[src/rtl/irq_prio_regs_pkg.sv]
package irq_prio_regs_pkg;
  localparam int unsigned ADDR_W      = 12;
  localparam int unsigned DATA_W      = 32;
  localparam int unsigned PRIO_W      = 8;
  localparam int unsigned BANKED_IRQS = 32;
  localparam logic [ADDR_W-1:0] PRIO_BASE = 12'h400;
  localparam logic [ADDR_W-1:0] MASK_OFS  = 12'h004;

  typedef enum logic {
    RGN_DIST  = 1'b0,
    RGN_CPUIF = 1'b1
  } region_e;

  // restricted view: value folded into the upper half on the way in
  function automatic logic [PRIO_W-1:0] fold_in(input logic [PRIO_W-1:0] v);
    return {1'b1, v[PRIO_W-1:1]};
  endfunction

  // restricted view: stored value unfolded on the way out
  function automatic logic [PRIO_W-1:0] fold_out(input logic [PRIO_W-1:0] v);
    return {v[PRIO_W-2:0], 1'b0};
  endfunction
endpackage

[src/rtl/irq_prio_decode.sv]
module irq_prio_decode
  import irq_prio_regs_pkg::*;
#(
  parameter int unsigned NUM_IRQ = 64,
  parameter int unsigned NUM_CPU = 2,
  localparam int unsigned IRQ_W  = $clog2(NUM_IRQ),
  localparam int unsigned CPU_W  = (NUM_CPU > 1) ? $clog2(NUM_CPU) : 1
) (
  input  logic              req_valid,
  input  logic              req_region,
  input  logic [ADDR_W-1:0] req_addr,
  input  logic [CPU_W-1:0]  req_cpu,
  output logic              prio_hit,
  output logic              mask_hit,
  output logic              addr_err,
  output logic [IRQ_W-1:0]  irq_idx
);
  localparam logic [ADDR_W-1:0] PRIO_END = ADDR_W'(int'(PRIO_BASE) + NUM_IRQ);

  logic              cpu_ok;
  logic [ADDR_W-1:0] ofs;

  assign cpu_ok  = (int'(req_cpu) < NUM_CPU);
  assign ofs     = req_addr - PRIO_BASE;
  assign irq_idx = ofs[IRQ_W-1:0];

  always_comb begin
    prio_hit = req_valid && cpu_ok && (region_e'(req_region) == RGN_DIST) &&
               (req_addr >= PRIO_BASE) && (req_addr < PRIO_END);
    mask_hit = req_valid && cpu_ok && (region_e'(req_region) == RGN_CPUIF) &&
               (req_addr == MASK_OFS);
    addr_err = req_valid && !prio_hit && !mask_hit;
  end
endmodule

[src/rtl/irq_prio_store.sv]
module irq_prio_store
  import irq_prio_regs_pkg::*;
#(
  parameter int unsigned NUM_IRQ = 64,
  parameter int unsigned NUM_CPU = 2,
  localparam int unsigned IRQ_W  = $clog2(NUM_IRQ),
  localparam int unsigned CPU_W  = (NUM_CPU > 1) ? $clog2(NUM_CPU) : 1,
  localparam int unsigned SHARED = NUM_IRQ - BANKED_IRQS
) (
  input  logic              clk,
  input  logic              rst_n,
  input  logic              wr_en,
  input  logic [CPU_W-1:0]  cpu,
  input  logic [IRQ_W-1:0]  irq,
  input  logic [PRIO_W-1:0] wval,
  output logic [PRIO_W-1:0] rd_val
);
  logic              is_banked;
  logic [4:0]        bank_idx;
  logic [PRIO_W-1:0] bank_q [NUM_CPU][BANKED_IRQS];
  logic [PRIO_W-1:0] bank_rd;
  logic [PRIO_W-1:0] shared_rd;

  assign bank_idx = irq[4:0];
  assign bank_rd  = bank_q[cpu][bank_idx];

  always_ff @(posedge clk or negedge rst_n) begin
    if (!rst_n) begin
      for (int c = 0; c < NUM_CPU; c++)
        for (int i = 0; i < BANKED_IRQS; i++)
          bank_q[c][i] <= '0;
    end else if (wr_en && is_banked) begin
      bank_q[cpu][bank_idx] <= wval;
    end
  end

  generate
    if (SHARED > 0) begin : g_shared
      logic [PRIO_W-1:0] shared_q [SHARED];
      logic [IRQ_W-1:0]  sh_idx;

      assign is_banked = ~|irq[IRQ_W-1:5];
      assign sh_idx    = irq - IRQ_W'(BANKED_IRQS);
      assign shared_rd = shared_q[sh_idx];

      always_ff @(posedge clk or negedge rst_n) begin
        if (!rst_n) begin
          for (int i = 0; i < SHARED; i++) shared_q[i] <= '0;
        end else if (wr_en && !is_banked) begin
          shared_q[sh_idx] <= wval;
        end
      end
    end else begin : g_no_shared
      assign is_banked = 1'b1;
      assign shared_rd = '0;
    end
  endgenerate

  assign rd_val = is_banked ? bank_rd : shared_rd;
endmodule

[src/rtl/irq_mask_store.sv]
module irq_mask_store
  import irq_prio_regs_pkg::*;
#(
  parameter int unsigned NUM_CPU = 2,
  localparam int unsigned CPU_W  = (NUM_CPU > 1) ? $clog2(NUM_CPU) : 1
) (
  input  logic              clk,
  input  logic              rst_n,
  input  logic              wr_en,
  input  logic [CPU_W-1:0]  cpu,
  input  logic [PRIO_W-1:0] wval,
  output logic [PRIO_W-1:0] rd_val
);
  logic [PRIO_W-1:0] mask_q [NUM_CPU];

  assign rd_val = mask_q[cpu];

  always_ff @(posedge clk or negedge rst_n) begin
    if (!rst_n) begin
      for (int c = 0; c < NUM_CPU; c++) mask_q[c] <= '0;
    end else if (wr_en) begin
      mask_q[cpu] <= wval;
    end
  end
endmodule

[src/rtl/irq_prio_regs.sv]
module irq_prio_regs
  import irq_prio_regs_pkg::*;
#(
  parameter int unsigned NUM_IRQ = 64,
  parameter int unsigned NUM_CPU = 2,
  parameter bit          SEC_EN  = 1'b1,
  localparam int unsigned IRQ_W  = $clog2(NUM_IRQ),
  localparam int unsigned CPU_W  = (NUM_CPU > 1) ? $clog2(NUM_CPU) : 1
) (
  input  logic              clk,
  input  logic              rst_n,
  input  logic              req_valid,
  input  logic              req_region,
  input  logic [ADDR_W-1:0] req_addr,
  input  logic              req_we,
  input  logic [DATA_W-1:0] req_wdata,
  input  logic [CPU_W-1:0]  req_cpu,
  input  logic              req_secure,
  input  logic [NUM_IRQ-1:0] irq_group,
  output logic              resp_valid,
  output logic              resp_err,
  output logic [DATA_W-1:0] resp_rdata
);
  // named internal events (observed by the bound checker)
  logic              prio_hit, mask_hit, addr_err;
  logic [IRQ_W-1:0]  irq_idx;
  logic              ns_view;
  logic              grp_sel;
  logic              prio_ns_block, mask_ns_block;
  logic              prio_wr_en, mask_wr_en;
  logic [PRIO_W-1:0] prio_wr_val, mask_wr_val;
  logic [PRIO_W-1:0] prio_cur, cur_mask;
  logic [PRIO_W-1:0] rd_byte;
  logic [PRIO_W-1:0] wbyte;
  logic              unused_wdata_hi;

  assign wbyte           = req_wdata[PRIO_W-1:0];
  assign unused_wdata_hi = ^req_wdata[DATA_W-1:PRIO_W];

  irq_prio_decode #(.NUM_IRQ(NUM_IRQ), .NUM_CPU(NUM_CPU)) u_dec (
    .req_valid (req_valid),
    .req_region(req_region),
    .req_addr  (req_addr),
    .req_cpu   (req_cpu),
    .prio_hit  (prio_hit),
    .mask_hit  (mask_hit),
    .addr_err  (addr_err),
    .irq_idx   (irq_idx)
  );

  assign ns_view = SEC_EN && !req_secure;
  assign grp_sel = prio_hit ? irq_group[irq_idx] : 1'b0;

  assign prio_ns_block = ns_view && !grp_sel;
  assign mask_ns_block = ns_view && !cur_mask[PRIO_W-1];

  assign prio_wr_en  = prio_hit && req_we && !prio_ns_block;
  assign mask_wr_en  = mask_hit && req_we && !mask_ns_block;
  assign prio_wr_val = ns_view ? fold_in(wbyte) : wbyte;
  assign mask_wr_val = ns_view ? fold_in(wbyte) : wbyte;

  irq_prio_store #(.NUM_IRQ(NUM_IRQ), .NUM_CPU(NUM_CPU)) u_prio (
    .clk   (clk),
    .rst_n (rst_n),
    .wr_en (prio_wr_en),
    .cpu   (req_cpu),
    .irq   (irq_idx),
    .wval  (prio_wr_val),
    .rd_val(prio_cur)
  );

  irq_mask_store #(.NUM_CPU(NUM_CPU)) u_mask (
    .clk   (clk),
    .rst_n (rst_n),
    .wr_en (mask_wr_en),
    .cpu   (req_cpu),
    .wval  (mask_wr_val),
    .rd_val(cur_mask)
  );

  always_comb begin
    rd_byte = '0;
    if (prio_hit) begin
      if (prio_ns_block)  rd_byte = '0;
      else if (ns_view)   rd_byte = fold_out(prio_cur);
      else                rd_byte = prio_cur;
    end else if (mask_hit) begin
      if (mask_ns_block)  rd_byte = '0;
      else if (ns_view)   rd_byte = fold_out(cur_mask);
      else                rd_byte = cur_mask;
    end
  end

  always_ff @(posedge clk or negedge rst_n) begin
    if (!rst_n) begin
      resp_valid <= 1'b0;
      resp_err   <= 1'b0;
      resp_rdata <= '0;
    end else begin
      resp_valid <= req_valid;
      resp_err   <= addr_err;
      resp_rdata <= (req_valid && !req_we && !addr_err) ?
                    {{(DATA_W-PRIO_W){1'b0}}, rd_byte} : '0;
    end
  end
endmodule

[config.mk]
export PLATFORM = sky130hd
export DESIGN_NAME = irq_prio_regs
export DESIGN_NICKNAME = d
export VERILOG_FILES = /design/src/rtl/irq_prio_regs_pkg.sv /design/src/rtl/irq_prio_decode.sv /design/src/rtl/irq_prio_store.sv /design/src/rtl/irq_mask_store.sv /design/src/rtl/irq_prio_regs.sv
export SDC_FILE = /design/constraint.sdc
export NUM_CORES = 1
export LEC_CHECK = 0
export CAP_MARGIN = 20
export CELL_PAD_IN_SITES_DETAIL_PLACEMENT = 0
export CELL_PAD_IN_SITES_GLOBAL_PLACEMENT = 1
export CORE_MARGIN = 8
export CORE_UTILIZATION = 45
export DETAILED_ROUTE_END_ITERATION = 7
export HOLD_SLACK_MARGIN = 0.06
export PLACE_DENSITY = 0.73
export SYNTH_ARGS = -nofsm -noshare
export SYNTH_HDL_FRONTEND = slang
export SYNTH_SLANG_ARGS = --single-unit
[constraint.sdc]
create_clock -name clk -period 2.4 [get_ports clk]
set_input_delay 0.24 -clock clk [delete_from_list [all_inputs] [get_ports clk]]
set_output_delay 0.24 -clock clk [all_outputs]
set_load 0.05 [all_outputs]
**Yosys cells after proc, flatten, opt, wreduce, memory -nomap -nowiden**

Cells that the tools add are included.

- $add $sub $neg: 2
- Order comparisons: 9
- Eq/ne operators: 1
- Multiplexer cells: 35
- Bitwise logic cells: 4
- Reductions and logical operators: 30

Operators with widths:

| operator | number |
|---|---|
| two-way mux 256 bit | 4 |
| bitwise mux 512 bit | 1 |
| bitwise mux 256 bit | 1 |
| demux 256 bit (select 1 bit) | 1 |
| two-way mux 8 bit | 19 |
| binary-select mux 8 bit (select 5 bit) | 2 |
| demux 8 bit (select 5 bit) | 2 |
| logical AND 1 bit | 20 |
| bitwise mux 16 bit | 1 |
| equality test 12 x 3 -> 1 bit, second input constant | 1 |
| >= comparator 12 x 11 -> 1 bit, second input constant | 1 |
| less-than comparator 12 x 11 -> 1 bit, second input constant | 1 |
| logical NOT 1 bit | 10 |
| demux 8 bit (select 1 bit) | 1 |
| >= comparator 7 x 6 -> 1 bit, second input constant | 1 |
| less-than comparator 6 x 7 -> 1 bit, second input constant | 1 |
| less-than comparator 7 x 1 -> 1 bit, second input constant | 1 |
| inverter 6 -> 7 bit | 1 |
| binary-select mux 1 bit (select 6 bit) | 1 |
| >= comparator 6 bit, second input constant | 1 |
| less-than comparator 6 x 1 -> 1 bit, second input constant | 1 |
| inverter 5 -> 6 bit | 1 |
| subtractor 6 x 1 -> 6 bit, second input constant | 1 |
| subtractor 6 bit, second input constant | 1 |
| other kinds (5) | 6 |

- Register bits after elaboration: 794
- Input port bits: 115
- Logic and storage cells: 182

**Longest topological paths before layout**

Gate-level depths: netlist of the first run.

- Word-level depth: 12
- Gate-level depth with buffers: 13
- Depth with buffers taken out: 7

**Modules after synthesis**

A second synthesis of the first run with hierarchy kept.

- Cell total of the unflattened synthesis: 2465
- Area total of the unflattened synthesis: 37360.8 µm²

Modules (own cells, without submodules):

| module | instances | cells each | area each (µm²) | seq. area each (µm²) |
|---|---|---|---|---|
| irq_prio_store | 1 | 2256 | 35007.3 | 19218.4 |
| irq_prio_regs | 1 | 149 | 1491.4 | 250.2 |
| irq_mask_store | 1 | 44 | 747.0 | 400.4 |
| irq_prio_decode | 1 | 16 | 115.1 | 0.0 |

**Least setup slack after synthesis of the first run**

No wires, ideal clock.

- Path kind: input to register
- Start: in req_addr[1]
- End: reg u_prio.bank_q[0] (netlist bit)
- Setup time: 125 ps
- Arrival time: 2503 ps
- Data required time: 2275 ps
- Setup slack: -228 ps
- Stages: 11
- Path buffers: 4
- Cell sequence: buf_4 mux4_2 mux2_2 nand2_1 o2111ai_1 buf_2 and4b_1 buf_2 buf_6 nand3_4 mux2_2

- Word-level cells in the longest chain between the ends: 9
- Elaborated cells between the ends (all ways): 24
- Those cells by class: add/sub (1); order compare (4); mux (8); bitwise (1); reduce/logical (10)

Ends and longest elaborated chain:

| item | line | source |
|---|---|---|
| from (decl) | irq_prio_regs.sv:14 | `input logic [ADDR_W-1:0] req_addr,` |
| subtractor 6 x 1 -> 6 bit or >= comparator 12 x 11 -> 1 bit (tied branches) | irq_prio_decode.sv:24, irq_prio_decode.sv:29 |  |
| inverter 5 -> 6 bit (not written as such) (tied with other cells) | irq_prio_store.sv:33 | `bank_q[cpu][bank_idx] <= wval;` |
| >= comparator 6 bit (not written as such) (tied with other cells) | irq_prio_store.sv:33 |  |
| logical AND 1 bit (not written as such) or two-way mux 1 bit (tied branches) | irq_prio_store.sv:33, irq_prio_regs.sv:52 |  |
| two-way mux 8 bit (not written as such) or logical NOT 1 bit (tied branches) | irq_prio_store.sv:33, irq_prio_regs.sv:54 |  |
| demux 8 bit (select 5 bit) or logical AND 1 bit (tied branches) | irq_prio_store.sv:33, irq_prio_regs.sv:54 |  |
| two-way mux 256 bit (not written as such) or logical NOT 1 bit (tied branches) | irq_prio_store.sv:33, irq_prio_regs.sv:57 |  |
| demux 256 bit (select 1 bit) or logical AND 1 bit (tied branches) | irq_prio_store.sv:33, irq_prio_regs.sv:57 |  |
| bitwise mux 512 bit or logical AND 1 bit (tied branches) | irq_prio_store.sv:33, irq_prio_store.sv:32 |  |
| to (signal, indexed assignment) | irq_prio_store.sv:33 |  |
| to (decl) | irq_prio_store.sv:20 | `logic [PRIO_W-1:0] bank_q [NUM_CPU][BANKED_IRQS];` |

Parallel ways exist; a longest one is shown, timed or not. The select of a mux whose other input is x is not followed.
A chain may end at the register's enable or synchronous reset.

**Final worst setup path of the first run**

- Start: reg u_prio.bank_q[98] (netlist bit)
- End: reg resp_rdata[2]

- Word-level cells in the longest chain between the ends: 11

Ends and longest elaborated chain:

| item | line | source |
|---|---|---|
| two-way mux 256 bit (not written as such) (3 in a row) | irq_prio_store.sv:25 | `assign bank_rd = bank_q[cpu][bank_idx];` |
| binary-select mux 8 bit (select 5 bit) | irq_prio_store.sv:25 |  |
| two-way mux 8 bit (not written as such) (2 in a row) | irq_prio_store.sv:25 |  |
| two-way mux 8 bit | irq_prio_store.sv:59 | `assign rd_val = is_banked ? bank_rd : shared_rd;` |
| two-way mux 8 bit | irq_prio_regs.sv:85 | `else if (ns_view) rd_byte = fold_out(prio_cur);` |
| two-way mux 8 bit | irq_prio_regs.sv:84 | `if (prio_ns_block) rd_byte = '0;` |
| two-way mux 8 bit | irq_prio_regs.sv:83 | `if (prio_hit) begin` |
| two-way mux 8 bit | irq_prio_regs.sv:102 | `resp_rdata <= (req_valid && !req_we && !addr_err) ?` |
| to (signal assigned) | irq_prio_regs.sv:102 |  |
| to (decl) | irq_prio_regs.sv:22 | `output logic [DATA_W-1:0] resp_rdata` |

Every way passes these cells. The select of a mux whose other input is x is not followed.

==> results of run 1 <==
==> how the worst max path moves through the flow <==
stage	cells past startpoint	slack, ns	startpoint	endpoint
floorplan	9	-0.17	req_addr[7]	u_prio.g_shared.shared_q[184]
global placement	12	-0.94	req_cpu	resp_rdata[2]
detailed placement	12	-0.99	req_cpu	resp_rdata[2]
CTS	9	-0.08	u_prio.bank_q[370]	resp_rdata[2]
global route	8	-0.05	u_prio.bank_q[370]	resp_rdata[2]
finish	8	-0.01	u_prio.bank_q[98]	resp_rdata[2]
==> stage by stage <==
step	setup WS [ns]	setup TNS [ns]
after global placement	-0.9352	-568.25
after CTS	-0.07709	-0.07709
after floorplan	-0.1661	-73.49
after global routing	-0.05382	-0.2530
after detailed placement	-0.9932	-596.14
final	-0.01218	-0.01448
==> flip-flops by register name, indices dropped and copies added (netlist names) <==
register                  cells
resp_valid                    1
resp_rdata                    8
resp_err                      1
u_mask.mask_q                16
u_prio.bank_q               512
u_prio.g_shared.shared_q    256
==> worst max-delay path, delay by kind of cell (launching register included) <==
family | cells | cell delay (ns)
buf+inv | 1 | 0.17
compound gates | 2 | 0.33
mux | 2 | 0.66
flops | 1 | 0.38
simple gates | 3 | 0.74
==> what timing repair did <==
item,CTS,global route
pin swaps,17,20
gates cloned,3,2
hold buffers,2,0
endpoints found under the setup margin,584,396
endpoints found under the hold margin,316,0
resized for setup,62,44
buffers inserted,12,7
==> per-layer routing <==
layer / routed length [microns] / part of all wire (%) / vias to the layer above / GRT usage (%)
met1: 48970 / 42 / 13240 / 32.99
met4: 4354 / 3.7 / 0 / 9.422
li1: - / - / 10440 / -
met5: 0 / 0 / - / 0
met3: 8255 / 7.1 / 238 / 5.511
met2: 54790 / 47 / 867 / 38.81
==> area by class of cell <==
class	count	area (sq um)
fill	6404	35530
sequential	794	19870
multi-input combinational	1567	18330
timing repair buffer	526	5559
clock buffer	122	2457
tap	1134	1419
clock inverter	38	498.0
inverter	6	22.52
antenna	2	5.005
==> Yosys cell counts (all sizes together), types with 7 or more instances <==
cell type / number / area [sq um]
nor2: 50 / 205.2
and3: 8 / 50.05
o21ai: 18 / 90.09
mux2: 799 / 8997
o22ai: 9 / 56.30
nand3: 29 / 205.2
nand2b: 8 / 50.05
dfrtp: 794 / 19870
mux4: 164 / 3694
buf: 110 / 706.9
nor3: 47 / 593.1
a22oi: 36 / 270.3
a21oi: 24 / 120.1
o221ai: 10 / 87.58
nand2: 78 / 387.9
mux2i: 115 / 1151
nor2b: 15 / 93.84
a31oi: 7 / 43.79
nand4: 33 / 206.5
clkbuf: 108 / 405.4
a221oi: 13 / 113.9
==> power by group through the flow <==
stage	clock [mW]	combinational, mW	sequential, mW
after detailed placement	0	2.33	13.6
after global placement	0	2.29	13.6
after floorplan	0	1.01	13.7
after global routing	14.6	2.53	13.4
after CTS	14.0	2.37	13.4
final	13.8	2.40	13.4
==> cell families after synthesis <==
kind of cell           count (synthesis)  synth area share (%)
AOI/OAI and AO/OA                    159                 2.987
buffers and inverters                224                 2.980
DFF                                  794                 52.18
muxes                               1078                 36.35
other                                  1              0.009847
and+or+nand+nor                      306                 5.500
==> results by group, run 1 <==
Drt
  – Initial drt markers: ~1900
  – Initial DRT Pass Iterations: 6
  – Routed WL per cell: 27.78 microns
  – Via Count: 24790
  – DR DRC count: 0
  – Total wire length: 116400 microns
  – Detail Route Antenna Nets: 0
  – DR vias/cell: around 6

GRT
  – Total Routing Usage GR: around 25%
  – Antenna violations before repair: 1
  – Largest net degree at the start of global routing: around 110
  – Vias in the first global route: roughly 27000
  – Total global routing overflow: 0
  – First-pass GRT wire length: ~180000 microns

Timing
  – Max-slew headroom: 56.65%
  – Finish-stage setup viols: 2
  – Fmax: 414.6 MHz
  – Crit share post-route: 100.5%
  – Worst setup margin: -0.01218 ns
  – Slew @ Worst Pin: approximately 0.65 ns
  – WHS: 0.1455 ns
  – Clk_skew: 0.01837 ns
  – RSZ-0062 raised after global routing: yes
  – Final Hold Viols: 0
  – Tmin final: ~2.4 ns
  – Slew Viols, Final: 0

Yosys
  – Syn_area_per_cell: 14.86 sq um
  – Warning count from the yosys run: 0
  – Syn Std Cell Area: 38080 sq um
  – Post-synthesis sequential area ratio: a little over half
  – Yosys cell types: 70
  – Asr flop ratio synth: 100.0%
  – Main flop type after synthesis: dfrtp_1
  – Mapped Cells: 2562
  – Register bit count reported by yosys: 794
  – EDFF count, synth: 0

Die
  – Total die area: 94190 sq um
  – Chip Width: 306.9 microns
  – Initial Util: 45.50%
  – Row cnt: 106
  – Core Footprint: 83690 sq um
  – I/O pin count: 149
  – Die height: 306.9 microns

Finish
  – Most common cell after layout, fill and taps aside: dfrtp_1
  – Nets: approximately 3100
  – Utilization after layout: 57.54%
  – Final Non-Filler Cells: 4189
  – Area grow syn2layout: 26.46%
  – Most frequent cells in the layout: 794 x dfrtp_1, 652 x mux2_2, 319 x buf_4
  – Final Cell Area: 48160 sq um
  – Layout cells sized above 1: 54.63%

Flow run
  – Max-cap violations: 0

CTS
  – CTS buffer count: 86
  – Later-pin clock latency in the skew report: roughly 0.64 ns
  – CTS tree: done
  – Clock-pin slew on the worst setup and hold paths: ~0.060 ns
  – H-tree levels: 3
  – Max Root-Sink Buffers: 3
  – Sink Count: 794
  – Clock Tree Root: clkbuf_16

Power and ir drop
  – Reg power frac: 45.3%
  – P_leak: roughly 24 nW
  – Sw Pwr: around 7.2 mW
  – Final Total Pwr: 29.61 mW
  – Clock share of power: 46.6%
  – Comb pwr share: under 10%
  – Internal: 22.39 mW
  – VDD IR-drop max: 0.4453 mV
  – Power Dens Cells: 615.0 nW/um^2
  – Switching Fraction: 24.40%

Critical path
  – Critical path type: flip-flop to flip-flop
  – Worst reg-to-reg path cell count: 8
  – Worst R2R Setup Slack: -0.01 ns
  – Worst-path cell chain: mux4_2, mux2i_1, nor2_1, buf_4, nor4_4, or3b_4, o221ai_2, o21ai_2
  – Worst Path Max Fanout: 2
  – Critical Path RT: around 2.9 ns
  – Crit. End Element: flip-flop
  – Critical path's slowest cell: mux4_2
  – Reg2reg end: resp_rdata[2]
  – Critical Path Source Type: flip-flop
  – Data arrival, critical path: slightly below 3 ns
  – Max incr delay on CP: just under 0.5 ns
  – Reg-to-Reg Start: u_prio.bank_q[98]

Placement
  – Final GP Congestion: 0.9393
  – Detailed Place HPWL: 79660 microns
  – Placed Area: 44490 sq um
  – Placed Instances: 4007
  – IO buf count: 100

Hold path
  – Worst hold path class: primary input to async pin

Outcome
  – Failing checks: negative setup slack
  – Outcome: finished with violations
Power figures use the tool's default switching activity.
==> inputs of run 2 (changes only) <==
--- a/config.mk
+++ b/config.mk
@@ -13,6 +13,7 @@
 export DETAILED_ROUTE_END_ITERATION = 7
 export HOLD_SLACK_MARGIN = 0.06
 export PLACE_DENSITY = 0.73
+export SLEW_MARGIN = 20
 export SYNTH_ARGS = -nofsm -noshare
 export SYNTH_HDL_FRONTEND = slang
 export SYNTH_SLANG_ARGS = --single-unit
==> results of run 2 <==
The final DEF is identical to that of run 1; final timing and power are the same.
==> inputs of run 3 (changes only) <==
--- a/config.mk
+++ b/config.mk
@@ -9,10 +9,10 @@
 export CELL_PAD_IN_SITES_DETAIL_PLACEMENT = 0
 export CELL_PAD_IN_SITES_GLOBAL_PLACEMENT = 1
 export CORE_MARGIN = 8
-export CORE_UTILIZATION = 45
+export CORE_UTILIZATION = 47
 export DETAILED_ROUTE_END_ITERATION = 7
 export HOLD_SLACK_MARGIN = 0.06
-export PLACE_DENSITY = 0.73
+export PLACE_DENSITY = 0.76
 export SLEW_MARGIN = 20
 export SYNTH_ARGS = -nofsm -noshare
 export SYNTH_HDL_FRONTEND = slang
==> run 3 against run 2 <==
The run still ends with negative setup slack left. Flip-flop and latch count is the same. Maximum frequency fell by 0.59%. Count of clock-buffer cells in the layout is 2 higher. First-iteration DRC count up 4.5%. Critical path type is now primary input to flip-flop. Critical endpoint is now resp_rdata[5]. Largest power group is now registers. Highest routed layer unchanged.
==> results by group, run 3 (same netlist as run 1, synthesis figures left out) <==
Drt
  – Initial DRT Pass Iterations: 5 (-1)
  – Routed WL per cell: 27.80 microns (about the same)
  – DR DRC count: 0 (unchanged)
  – Via Count: 25100 (+1.2%)
  – Total wire length: 115200 microns (-1.0%)
  – Detail Route Antenna Nets: 0 (unchanged)
  – Initial drt markers: 1938 (+4.5%)
  – DR vias/cell: 6.059 (+2.4%)

GRT
  – Total global routing overflow: 0 (unchanged)
  – First-pass GRT wire length: 174000 microns (-1.2%)
  – Antenna violations before repair: 0 (-1)
  – Total Routing Usage GR: 25.17% (+0.65 points)
  – Largest net degree at the start of global routing: 116 (+10%)
  – Vias in the first global route: 26540 (-1.8%)

Outcome
  – Outcome: finished with violations
  – Failing checks: negative setup slack

Placement
  – Worst slack at placement: -1.217 ns (-0.2234 ns)
  – Final GP Congestion: 0.9237 (-1.7%)
  – Detailed Place HPWL: 79210 microns (-0.56%)
  – IO buf count: 100 (unchanged)

CTS
  – H-tree levels: 3 (unchanged)
  – Later-pin clock latency in the skew report: 0.65 ns (about the same)
  – Clock-pin slew on the worst setup and hold paths: 0.06 ns (about the same)
  – Max Root-Sink Buffers: 3 (unchanged)
  – Sink Count: 794 (unchanged)
  – CTS buffer count: 84 (-2.3%)
  – Clock Tree Root: clkbuf_16
  – CTS tree: done

Timing
  – Tmin final: 2.427 ns (+0.01433 ns)
  – Finish-stage setup viols: 10 (+8)
  – Slew @ Worst Pin: 0.8042 ns (+0.1559 ns)
  – Crit share post-route: 101.1% (+0.60 points)
  – RSZ-0062 raised after global routing: yes
  – Clk_skew: 0.02406 ns (+0.005687 ns)
  – Final Hold Viols: 0 (unchanged)
  – Max-slew headroom: 46.19% (-10 points)
  – Worst setup margin: -0.02651 ns (-0.01433 ns)
  – Fmax: 412.1 MHz (-0.59%)
  – Slew Viols, Final: 0 (unchanged)

Power and ir drop
  – VDD IR-drop max: 0.4569 mV (+2.6%)
  – P_leak: 23.93 nW (+1.1%)
  – Final Total Pwr: 29.18 mW (-1.5%)
  – Power Dens Cells: 598.3 nW/um^2 (-2.7%)

Critical path
  – Critical path's slowest cell: nor2_1
  – Most used cell along the critical path: buf_4
  – Crit. End Element: flip-flop
  – Worst-path cell chain: buf_8, buf_6, nor2_1, buf_4, buf_4, a221oi_1, nand2_1, nand3_1, nor4_1, buf_4, a221o_1, o41ai_2
  – Critical Path RT: 2.92 ns (+0.02 ns)
  – Worst R2R Setup Slack: 0.03 ns (+0.04 ns)
  – Reg2reg end: resp_rdata[3]
  – Max incr delay on CP: 0.64 ns (+0.15 ns)
  – Worst reg-to-reg path cell count: 8 (unchanged)
  – Critical Path Source Type: primary input
  – Critical path type: primary input to flip-flop
  – Worst Path Max Fanout: 12 (+10)
  – Reg-to-Reg Start: u_prio.bank_q[395]
  – Data arrival, critical path: 2.94 ns (+0.03 ns)

Finish
  – Top reg by flops: u_prio.bank_q
  – Fillers: 5947 (-7.1%)
  – Area grow syn2layout: 28.08%
  – Antenna fix cells: 0 (-2)
  – Most frequent cells in the layout: 794 x dfrtp_1, 632 x mux2_2, 333 x buf_4
  – Nets: 3132 (+1.2%)
  – Layout cells sized above 1: 55.91% (+1.3 points)
  – Largest registers: u_prio.bank_q x512, u_prio.g_shared.shared_q x256, u_mask.mask_q x16
  – Max reg flops: 512 (unchanged)
  – Utilization after layout: 60.65% (+3.1 points)
  – Most common cell after layout, fill and taps aside: dfrtp_1

Flow run
  – Max-cap violations: 0 (unchanged)

Hold path
  – Worst hold path class: primary input to async pin

Die
  – Die height: 300.7 microns (-2.0%)
  – I/O pin count: 149 (unchanged)
  – Chip Width: 300.7 microns (-2.0%)
  – Row cnt: 104 (-1.9%)
  – Total die area: 90390 sq um (-4.0%)
  – Core Footprint: 80420 sq um (-3.9%)
  – Initial Util: 47.35% (+1.9 points)
## run 3: cell types whose count changed in the layout (fill, tap and decap cells not counted), moves of 5 or more
| cell | delta |
|---|---|
| mux2i_1 | -7 |
| clkinv_2 | -6 |
| buf_12 | +16 |
| nand2_2 | +5 |
| buf_4 | +14 |
| mux2_4 | +20 |
| mux2_2 | -20 |
| mux2i_2 | +5 |
| buf_6 | +6 |
| dlygate4sd2_1 | -6 |
## run 3: how the worst max path moves through the flow
stage | start | endpoint | slack, ns
after floorplan | req_addr[7] | u_prio.g_shared.shared_q[184] | -0.17
after global placement | req_addr[0] | resp_rdata[2] | -1.23
after detailed placement | req_addr[0] | resp_rdata[2] | -1.22
after CTS | u_prio.bank_q[10] | resp_rdata[2] | -0.03
after global routing | u_prio.bank_q[233] | resp_rdata[1] | -0.03
final | req_addr[0] | resp_rdata[5] | -0.03
## run 3: final cells by class
class	instances	area, sq um	area share, %
Clock buffer	124	2486	5.097
Inverter	6	22.52	0.04617
Timing Repair Buffer	564	6103	12.51
Clock inverter	27	336.6	0.6900
Multi-Input combinational cell	1567	18630	38.20
Sequential cell	794	19870	40.74
Tap cell	1060	1326	2.719
## run 3: where the power goes
| group | internal (mW) | switching, mW | total, mW |
|---|---|---|---|
| Combinational | 0.898 | 1.60 | 2.50 |
| Sequential | 13.4 | 0.00632 | 13.4 |
| Clock | 7.83 | 5.44 | 13.3 |
## run 3: timing repair
action                                  in CTS  in global routing
pin swaps                                   39                 39
resized for setup                           64                102
endpoints found under the setup margin     765                686
hold buffers                                 1                  1
cloned                                       1                  5
hold endpoints to repair                   397                  2
buffers inserted                            38                 11
## run 3: routing by layer
| metal | GRT usage, % | up-vias | share of wire (%) |
|---|---|---|---|
| li1 | - | 10520 | - |
| met1 | 35.84 | 13450 | 44 |
| met2 | 38.72 | 917 | 46 |
| met3 | 5.195 | 208 | 7.6 |
| met4 | 7.938 | 0 | 3.1 |
| met5 | 0 | - | 0 |
## run 3: per-stage QoR
stage | hold slack (ns) | std cells | setup TNS, ns | area (sq um)
2_1_floorplan | -0.05559 | 2585 | -73.49 | 39030
3_3_place_gp | 0.1618 | 3942 | -698.50 | 44480
3_5_place_dp | 0.1649 | 3942 | -744.09 | 44480
4_1_cts | 0.09751 | 4130 | -0.1432 | 48150
5_1_grt | 0.1427 | 4142 | -0.03365 | 48780
6_report | 0.1031 | 4142 | -0.09616 | 48780
## run 3: critical path: cells and delay by family
family / cells / cell delay (ns)
buffers and inverters: 5 / 0.92
and+or+nand+nor: 4 / 1.44
AOI/OAI and AO/OA: 3 / 0.30
